==> config.mk <==
export PLATFORM = sky130hd
export DESIGN_NAME = slow_sync_bridge
export DESIGN_NICKNAME = d
export VERILOG_FILES = /design/src/rtl/slow_sync_bridge_pkg.sv /design/src/rtl/sb_enable_gen.sv /design/src/rtl/sb_ctrl.sv /design/src/rtl/sb_datapath.sv /design/src/rtl/slow_sync_bridge.sv
export SDC_FILE = /design/constraint.sdc
export NUM_CORES = 1
export LEC_CHECK = 0
export BUFFER_PORTS_ARGS = -buffer_cell sky130_fd_sc_hd__buf_4
export CAP_MARGIN = 20
export CORE_MARGIN = 8
export CORE_UTILIZATION = 41
export CTS_CLUSTER_DIAMETER = 60
export DETAILED_ROUTE_END_ITERATION = 16
export GPL_TIMING_DRIVEN = 0
export PLACE_DENSITY = 0.73
export REMOVE_ABC_BUFFERS = 1
export SETUP_SLACK_MARGIN = 0.5
export SYNTH_ARGS = -nofsm -noshare
export SYNTH_HDL_FRONTEND = slang
export SYNTH_SLANG_ARGS = --single-unit
==> constraint.sdc <==
create_clock -name clk -period 1.9 [get_ports clk]
set_clock_uncertainty 0.2 [all_clocks]
set_input_delay 0.475 -clock clk [delete_from_list [all_inputs] [get_ports clk]]
set_output_delay 0.475 -clock clk [all_outputs]
set_load 0.005 [all_outputs]
==> src/rtl/slow_sync_bridge_pkg.sv <==
package slow_sync_bridge_pkg;

  typedef enum logic [1:0] {
    ST_IDLE = 2'd0,
    ST_WAIT = 2'd1,
    ST_XFER = 2'd2,
    ST_DONE = 2'd3
  } bridgeState_t;

  // strobes from control to datapath
  typedef struct packed {
    logic loadReq;     // request accepted: capture direction and write data
    logic capture;     // end of transfer period: capture read data
    logic xferActive;  // transfer period in progress
  } ctlStrobe_t;

endpackage

==> src/rtl/sb_enable_gen.sv <==
module sb_enable_gen #(
  parameter int DIV     = 10,
  parameter int LOW_CNT = 6
) (
  input  logic clk,
  input  logic rstN,
  output logic eClk,
  output logic lastPhase
);
  localparam int CW = (DIV > 1) ? $clog2(DIV) : 1;
  localparam logic [CW-1:0] LAST = CW'(DIV - 1);
  localparam logic [CW-1:0] LOWV = CW'(LOW_CNT);

  logic [CW-1:0] phase;

  always_ff @(posedge clk or negedge rstN) begin
    if (!rstN)              phase <= '0;
    else if (phase == LAST) phase <= '0;
    else                    phase <= phase + 1'b1;
  end

  assign eClk      = (phase >= LOWV);
  assign lastPhase = (phase == LAST);
endmodule

==> src/rtl/sb_ctrl.sv <==
module sb_ctrl
  import slow_sync_bridge_pkg::*;
(
  input  logic       clk,
  input  logic       rstN,
  input  logic       asN,
  input  logic       vpaN,
  input  logic       lastPhase,
  output logic       vmaN,
  output logic       cycDone,
  output ctlStrobe_t strobe
);
  bridgeState_t state, stateNext;
  logic reqSeen;

  assign reqSeen = !asN && !vpaN;

  always_comb begin
    stateNext = state;
    unique case (state)
      ST_IDLE: if (reqSeen) stateNext = lastPhase ? ST_XFER : ST_WAIT;
      ST_WAIT: if (asN) stateNext = ST_IDLE;
               else if (lastPhase) stateNext = ST_XFER;
      ST_XFER: if (asN) stateNext = ST_IDLE;
               else if (lastPhase) stateNext = ST_DONE;
      ST_DONE: if (asN) stateNext = ST_IDLE;
      default: stateNext = ST_IDLE;
    endcase
  end

  always_ff @(posedge clk or negedge rstN) begin
    if (!rstN) state <= ST_IDLE;
    else       state <= stateNext;
  end

  always_comb begin
    strobe.loadReq    = (state == ST_IDLE) && reqSeen;
    strobe.capture    = (state == ST_XFER) && !asN && lastPhase;
    strobe.xferActive = (state == ST_XFER);
  end

  assign vmaN    = (state != ST_XFER);
  assign cycDone = (state == ST_DONE);
endmodule

==> src/rtl/sb_datapath.sv <==
module sb_datapath
  import slow_sync_bridge_pkg::*;
#(
  parameter int DATA_W = 16
) (
  input  logic              clk,
  input  logic              rstN,
  input  ctlStrobe_t        strobe,
  input  logic              rdWr,
  input  logic [DATA_W-1:0] cpuWrData,
  input  logic [DATA_W-1:0] periphRdData,
  output logic [DATA_W-1:0] cpuRdData,
  output logic [DATA_W-1:0] periphWrData,
  output logic              periphWrEn
);
  logic dirRead;

  always_ff @(posedge clk or negedge rstN) begin
    if (!rstN) begin
      dirRead      <= 1'b1;
      periphWrData <= '0;
    end else if (strobe.loadReq) begin
      dirRead      <= rdWr;
      periphWrData <= cpuWrData;
    end
  end

  always_ff @(posedge clk or negedge rstN) begin
    if (!rstN)                          cpuRdData <= '0;
    else if (strobe.capture && dirRead) cpuRdData <= periphRdData;
  end

  assign periphWrEn = strobe.xferActive && !dirRead;
endmodule

==> src/rtl/slow_sync_bridge.sv <==
module slow_sync_bridge
  import slow_sync_bridge_pkg::*;
#(
  parameter int DIV     = 10,
  parameter int LOW_CNT = 6,
  parameter int DATA_W  = 16
) (
  input  logic              clk,
  input  logic              rstN,
  input  logic              asN,
  input  logic              rdWr,
  input  logic              vpaN,
  input  logic [DATA_W-1:0] cpuWrData,
  input  logic [DATA_W-1:0] periphRdData,
  output logic              eClk,
  output logic              vmaN,
  output logic              cycDone,
  output logic [DATA_W-1:0] cpuRdData,
  output logic [DATA_W-1:0] periphWrData,
  output logic              periphWrEn
);
  logic       lastPhase;
  ctlStrobe_t strobe;

  sb_enable_gen #(.DIV(DIV), .LOW_CNT(LOW_CNT)) i_enGen (
    .clk(clk), .rstN(rstN), .eClk(eClk), .lastPhase(lastPhase)
  );

  sb_ctrl i_ctrl (
    .clk(clk), .rstN(rstN), .asN(asN), .vpaN(vpaN), .lastPhase(lastPhase),
    .vmaN(vmaN), .cycDone(cycDone), .strobe(strobe)
  );

  sb_datapath #(.DATA_W(DATA_W)) i_dp (
    .clk(clk), .rstN(rstN), .strobe(strobe), .rdWr(rdWr),
    .cpuWrData(cpuWrData), .periphRdData(periphRdData),
    .cpuRdData(cpuRdData), .periphWrData(periphWrData), .periphWrEn(periphWrEn)
  );
endmodule

* After elaboration in Yosys (flattened, before gate mapping)
Index checks and enable logic that the tools add are counted.
** Cells by class
- Magnitude comparators :: 1
- Add/sub/neg operators :: 1
- Reductions and logical operators :: 11
- Multiplexer cells :: 9
- Eq/ne operators :: 9
** Operator list (count)
- $mux W2 :: 7
- $pmux W2 S4 :: 1
- $logic_and A1 B1 Y1 :: 6
- $add A4 B1 Y4 const B :: 1
- $eq A2 B2 Y1 const B :: 2
- $eq A4 B4 Y1 const B :: 1
- $ge A4 B3 Y1 const B :: 1
- $mux W4 :: 1
- $ne A2 B2 Y1 const B :: 2
- $reduce_and A4 Y1 :: 1
- $logic_not A1 Y1 :: 3
- $ne A3 B2 Y1 const B :: 1
- $ne A3 B3 Y1 const B :: 1
- $eq A2 B1 Y1 const B :: 1
- $logic_not A2 Y1 :: 1
- $ne A2 B1 Y1 const B :: 1
** Storage, ports and cells
- Output and inout port bits :: 36
- Input bits :: 37
- Register bits :: 39

* Longest topological paths before layout
Gate-level depths: netlist of the first run.
- Depth after elaboration :: 4
- Gate-level depth with buffers :: 5
- Gate-level depth less buffers :: 3

* Cells and area by module
From an unflattened synthesis of the first run, not the netlist that was laid out.
** Second synthesis, totals
- Cell total of the unflattened synthesis :: 101
- Area total of the unflattened synthesis :: 1599.0 µm²
** Modules (own cells, without submodules)
- sb_datapath :: sequential area each 827.0 µm², area an instance 1292.5 µm², cells an instance 71, times used 1
- sb_enable_gen :: sequential area each 100.1 µm², area an instance 183.9 µm², cells an instance 16, times used 1
- sb_ctrl :: sequential area each 50.0 µm², area an instance 122.6 µm², cells an instance 14, times used 1

* Least setup slack after synthesis of the first run
OpenSTA, ideal clock, no wires.
- Kind :: flip-flop to flip-flop
- Start point :: register i_ctrl.state[1]
- End point :: register i_dp.periphWrData[10]
- Stages on the path, launching flop included :: 4
- Period minus slack after synthesis :: 1.778 ns
- Arrival :: 1.453 ns
- Library setup time :: 0.125 ns
- Setup slack :: 0.122 ns
- Required time :: 1.575 ns
- Cells stage by stage :: dfrtp_1 > nor4_4 > buf_4 > mux2_2
** Between the ends
- Cells in the longest elaborated chain, start to end :: 2
** Ends and longest elaborated chain
- start, declared :: RTL line sb_ctrl.sv:13 : bridgeState_t state, stateNext;
- start signal, assigned :: RTL line sb_ctrl.sv:33 : else state <= stateNext;
- $logic_not A2 Y1 :: RTL line sb_ctrl.sv:37 : strobe.loadReq = (state == ST_IDLE) && reqSeen;
- $logic_and A1 B1 Y1 :: RTL line sb_ctrl.sv:37
- end signal, assigned :: RTL line sb_datapath.sv:24 : periphWrData <= cpuWrData;
- end, declared :: RTL line sb_datapath.sv:13 : output logic [DATA_W-1:0] periphWrData,
No other way between the ends.
A chain may end at the register's enable or synchronous reset.

* Final worst setup path of the first run
- Start point :: register i_ctrl.state[0]
- End point :: register i_dp.periphWrData[10]
The elaborated chain is that of the path after synthesis.

==> impl_results.md, run 1 <==
- Final Hold Viols: 0
- Drt total wl: 4100 µm
- Tot GR Track Use: 0.130
- Synth Warn #: 0
- Yosys top cell by area: dfrtp_1
- Max-slew violations: 0
- Clk slew on worst S/H paths: 70 ps
- Clock Tree Root: clkbuf_8
- Compound-Gate Fraction of Synth Area: 0.0196
- Critical path arrival: 1700 ps
- RSZ-0062 raised after global routing: true
- Post-synthesis mux area share: 0.270
- Total CTS buffers: 5
- Area growth from synthesis to layout: 67.4%
- DP HPWL: 2770 µm
- Flops & latches, synth: 39
- Reg2reg start: i_ctrl.state[0]
- Routability Congestion: 0.660
- Ys flop type: dfrtp_1
- First-pass GRT wire length: 6440 µm
- # fillers: 248
- CP Class: reg -> reg
- Grt ovf: 0
- Sequential area share after synthesis: 0.614
- CTS tree: built
- Core area: 3690 µm²
- DRC Markers: 0
- Final core utilization: 0.723
- Clk sink count: 39
- Synthesized area per cell: 16.1 µm²
- Worst Min Path Start: asN
- Slew @ Worst Pin: 503 ps
- Worst Setup Slack, final: 164 ps
- Worst slack at placement: -707 ps
- Initial DRC count: 27
- Crit end category: register
- Count leader, synth: dfrtp_1
- XOR/XNOR share of the synthesized area: 0.00550
- CP Launch Point: i_ctrl.state[0]
- IO Pins: 73
- Largest net degree at the start of global routing: 40
- Largest family of logic cells by synthesized area: multiplexers
- Fin crit period: 1740 ps
- Fmax: 0.576 GHz
- P per Cell Area: 756 nW/µm²
- H-tree Lvls: 2
- Relative slew slack: 0.665
- WL/cell: 16.3 µm
- Post-Synth Adder-Cell Area: 0
- Worst-path fanout max: 17
- Post-synthesis simple-gate area fraction: 0.0621
- FP Rows: 22
- IO Port Bufs: 72
- Initial Util: 0.432
- Worst-Skew Late Latency: 280 ps
- Worst vdd ir: 0.000511 V
- EDFF count, synth: 0
- Die X: 78.3 µm
- Setup crit start kind: register
- Final worst path period share: 0.914
- Final setup fails: 0
- Mapped Area: 1590 µm²
- Number of max-cap violations: 0
- Count of cell types in the netlist: 23
- Asr flop ratio synth: 1.00
- Fraction of layout cells with a size suffix above 1: 0.734
- Die ar.: 6140 µm²
- Hold Crit Class: in -> reg
- # diodes: 0
- Vias/cell: 4.74
- Mapped Cells: 99
- Synth cell count leaders: dfrtp_1 (38), mux2_2 (24), mux2_4 (10)
- Leakage: 0.00136 µW
- Outcome: finished, final reports clean
- Die H: 78.3 µm
- Fin nets: 239
- Top cells by area, synth: dfrtp_1 (60%), mux2_2 (17%), mux2_4 (9.4%)
- Post-route ant nets: 0
- Req. time, crit path: 1870 ps
- Clk buf depth: 2
- DRT Pass-1 Iters: 4
- Vias: 1190
- Post-synth top area share: 0.597
- Vias in the first global route: 1277
- Initial antenna violation count: 0
-- per-layer routing --
metal	up-vias	GRT usage	routed length, µm
li1	556	-	-
met1	599	0.143	1550
met2	30	0.234	2280
met3	5	0.0410	225
met4	0	0.0389	40
met5	-	0	0
-- report_power, final --
part           total, µW  switching [µW]  internal (µW)
clock network        697             272            425
logic                360             104            256
registers            958            51.3            907
-- cell type report --
| class | count | area (µm²) | share of cell area |
|---|---|---|---|
| Sequential cell | 39 | 980 | 0.367 |
| Timing Repair Buffer | 99 | 902 | 0.338 |
| Multi-Input combinational cell | 55 | 599 | 0.225 |
| Clock buffer | 6 | 82.6 | 0.0310 |
| Tap cell | 48 | 60.1 | 0.0225 |
| Clock inverter | 2 | 35.0 | 0.0131 |
| Inverter | 2 | 7.51 | 0.00282 |
-- cells by family (layout without fill, tap and decap cells) --
logic type / Yosys count / in the layout
flip-flops: 39 / 39
buffers and inverters: 5 / 109
AND/OR/NAND/NOR: 14 / 14
multiplexers: 35 / 35
XOR/XNOR: 1 / 1
AO/OA/AOI/OAI: 5 / 5
-- state kept, by name, indices dropped and copies added, names as in the netlist --
name and cells:
i_dp.periphWrData 16, i_dp.cpuRdData 16, i_enGen.phase 4, i_dp.dirRead 1, i_ctrl.state 2
-- worst max-delay path: stages, from the launching register on --
cell and delay, ps:
dfrtp_1 410, buf_4 160, nor4_4 310, buf_12 190, mux2_2 340
-- repair_timing --
item / CTS / global route
hold buffers: 1 / 0
setup endpoints to repair: 69 / 71
buffers inserted: 18 / 8
pin swaps: 4 / 3
gates resized for setup: 41 / 2
endpoints found under the hold margin: 38 / 0
-- final timing paths --
| path | end | slack [ps] | cells after the start |
|---|---|---|---|
| setup / recovery | i_dp.periphWrData[10] | 160 | 4 |
| min in group asynchronous | i_dp.periphWrData[1] | 520 | 2 |
| hold / removal | i_ctrl.state[1] | 190 | 2 |
| setup reg to reg | i_dp.periphWrData[10] | 160 | 4 |
| hold reg to reg | i_dp.periphWrData[15] | 330 | 1 |
| max in group asynchronous | i_ctrl.state[1] | 600 | 2 |
-- placed cells by master, fill, tap and decap left out, types with 2 or more instances in the layout --
cell / netlist / routed
nand2_1: 2 / 2
buf_6: 1 / 35
dfrtp_1: 38 / 36
nor3_1: 2 / 2
nor2_1: 3 / 2
buf_4: 1 / 61
mux2_4: 10 / 10
clkbuf_8: 0 / 6
dfrtp_2: 0 / 2
mux2_2: 24 / 24
buf_12: 1 / 2
inv_1: 2 / 2
-- per-stage QoR --
step                std cells  hold slack, ps  setup TNS, ps  area (µm²)  total power, µW
floorplan                  96           -20.6          -5650        1550             1040
global placement          216             262         -14360        2150             1240
detailed placement        216             273         -16700        2150             1250
CTS                       243             184              0        2600             2040
global route              251             188              0        2670             2100
finish                    251             191              0        2670             2020
(Power assumes the default switching activity.)
==> inputs of run 2 (changes only) <==
Settings changed: CORE_UTILIZATION 41 to 49, PLACE_DENSITY 0.73 to 0.82.
Clock period 1.9 ns to 2.2 ns, I/O delays scaled along.
==> run 2 against run 1 <==
Effect of this change:
- clock power decreased by 49%
- first-iteration DRC count increased by 110%
- cell area decreased by 4.2%
- worst setup slack improved by 140 ps
- utilization increased by 11 points
- worst hold slack improved by 22 ps
- global-route usage increased by 2.6 points
- combinational power decreased by 13%
- sequential share of layout area increased by 1.6 points
- cell count decreased by 4.0%
- critical path type is now reg -> out
==> impl_results.md, run 2 (synthesis results as in run 1) <==
- Commonest non-fill, non-tap cell in the layout: buf_4
- IO Pins: 73 (unchanged)
- CP Class: reg -> out
- Initial antenna violation count: 0 (unchanged)
- Top Registers: i_dp.cpuRdData x16, i_dp.periphWrData x16, i_enGen.phase x4
- Worst-path fanout max: 3 (-14)
- Tot GR Track Use: 0.156 (+0.0259)
- Clk slew on worst S/H paths: 110 ps (+40 ps)
- DP HPWL: 2810 µm (+1.6%)
- Die H: 73.0 µm (-6.8%)
- Vias: 1222 (+2.7%)
- Clock Tree Root: clkbuf_4
- Area growth from synthesis to layout: 60.3%
- Drt total wl: 5060 µm (+23%)
- Critical path arrival: 1140 ps (-560 ps)
- Fin nets: 233 (-2.5%)
- Die X: 73.0 µm (-6.8%)
- Final Hold Viols: 0 (unchanged)
- Outcome: finished, final reports clean
- Clock Power Share: 0.236 (-0.110)
- DRT Pass-1 Iters: 4 (unchanged)
- Fmax: 0.528 GHz
- Post-route ant nets: 0 (unchanged)
- Crit end category: primary output
- Worst Setup Slack, final: 305 ps (+141 ps)
- Final setup fails: 0 (unchanged)
- First-pass GRT wire length: 6340 µm (-1.5%)
- IO Port Bufs: 72 (unchanged)
- Core area: 3080 µm² (-17%)
- Worst-Skew Late Latency: 340 ps (+60 ps)
- Worst vdd ir: 0.000483 V (-5.4%)
- Setup crit start kind: register
- Vias in the first global route: 1256 (-1.6%)
- Relative slew slack: 0.683 (+0.0176)
- Final core utilization: 0.830 (+0.107)
- Initial DRC count: 58 (+110%)
- WL/cell: 21.0 µm (+28%)
- Final worst path period share: 0.861
- Die ar.: 5330 µm² (-13%)
- Total design power: 1500 µW (-26%)
- P_sw: 375 µW (-12%)
- Post-DP Area: 2150 µm² (-0.23%)
- RSZ-0062 raised after global routing: true
- Clk sink count: 39 (unchanged)
- DRC Markers: 0 (unchanged)
- Sequential power share: 0.553 (+0.078)
- Grt ovf: 0 (unchanged)
- Routability Congestion: 0.672 (+1.8%)
- Vias/cell: 5.07 (+7.0%)
- Worst slack at placement: -394 ps (+313 ps)
- # diodes: 0 (unchanged)
- Initial Util: 0.517 (+0.0857)
- Hold Crit Class: in -> reg
- Req. time, crit path: 1450 ps (-420 ps)
- Number of max-cap violations: 0 (unchanged)
- Post-route cell area: 2550 µm² (-4.2%)
- Combinational fraction of design power: 0.211 (+0.032)
- P per Cell Area: 586 nW/µm² (-22%)
- Fin crit period: 1890 ps
- Clk buf depth: 2 (unchanged)
- Fraction of layout cells with a size suffix above 1: 0.716 (-0.0183)
- Leakage: 0.00135 µW (-1.2%)
- Slew @ Worst Pin: 476 ps (-26.3 ps)
- Max-slew violations: 0 (unchanged)
- FP Rows: 20 (-9.1%)
- Total CTS buffers: 5 (unchanged)
- Switching part of the total: 0.251 (+0.0385)
- Commonest cells after routing, fill and taps aside: buf_4 (81), dfrtp_1 (37), mux2_4 (26), mux2_2 (8), buf_6 (6)
- CTS tree: built
- H-tree Lvls: 2 (unchanged)
- Internal power: 1120 µW (-29%)
- Largest net degree at the start of global routing: 40 (unchanged)
run 2: metal layers:
| layer | share of wire | GRT usage | routed length [µm] |
|---|---|---|---|
| met5 | 0 | 0 | 0 |
| met4 | 0.013 | 0.0600 | 64 |
| met3 | 0.057 | 0.0426 | 289 |
| met2 | 0.57 | 0.293 | 2870 |
| met1 | 0.36 | 0.158 | 1840 |
run 2: through the flow:
| stage | hold slack [ps] | TNS (ps) | std cells |
|---|---|---|---|
| 2_1_floorplan | 54.4 | -847 | 96 |
| 3_3_place_gp | 290 | -5460 | 212 |
| 3_5_place_dp | 299 | -7650 | 212 |
| 4_1_cts | 193 | 0 | 235 |
| 5_1_grt | 208 | 0 | 241 |
| 6_report | 213 | 0 | 241 |
run 2: final cells by class:
cell class                 count  area (µm²)
fill                         168         524
clock inverter                 2        12.5
tap                           44        55.1
timing repair buffer          93         801
clock buffer                   6        41.3
sequential                    39         978
multi-input combinational     55         658
inverter                       2        7.51
run 2: worst paths after layout:
| path | start | end | slack (ps) | depth (start not counted) |
|---|---|---|---|---|
| worst max-delay path | i_ctrl.state[0] | periphWrEn | 310 | 3 |
| worst min-delay path | asN | i_ctrl.state[1] | 210 | 2 |
| worst max register to register | i_enGen.phase[2] | i_dp.cpuRdData[10] | 310 | 5 |
| worst min register to register | i_dp.periphWrData[5] | i_dp.periphWrData[5] | 320 | 1 |
| max in group asynchronous | rstN | i_ctrl.state[1] | 880 | 2 |
| min in group asynchronous | rstN | i_enGen.phase[1] | 560 | 2 |
run 2: power by group through the flow:
stage               logic [µW]  clock network, µW  registers (µW)
finish                     315                354             827
floorplan                 68.2                  0             833
global route               332                379             832
CTS                        259                359             820
detailed placement         245                  0             833
global placement           237                  0             827
run 2: repair_timing:
action	CTS	global route
resized for setup	7	22
pin swaps	5	3
hold endpoints to repair	38	0
buffers inserted	14	3
hold buffers	1	0
gates cloned	0	3
endpoints found under the setup margin	37	37
run 2: worst max-delay path: stages (launching register included):
cell and delay (ps):
dfrtp_1 410, nand2b_4 160, nor2_2 100, buf_4 140
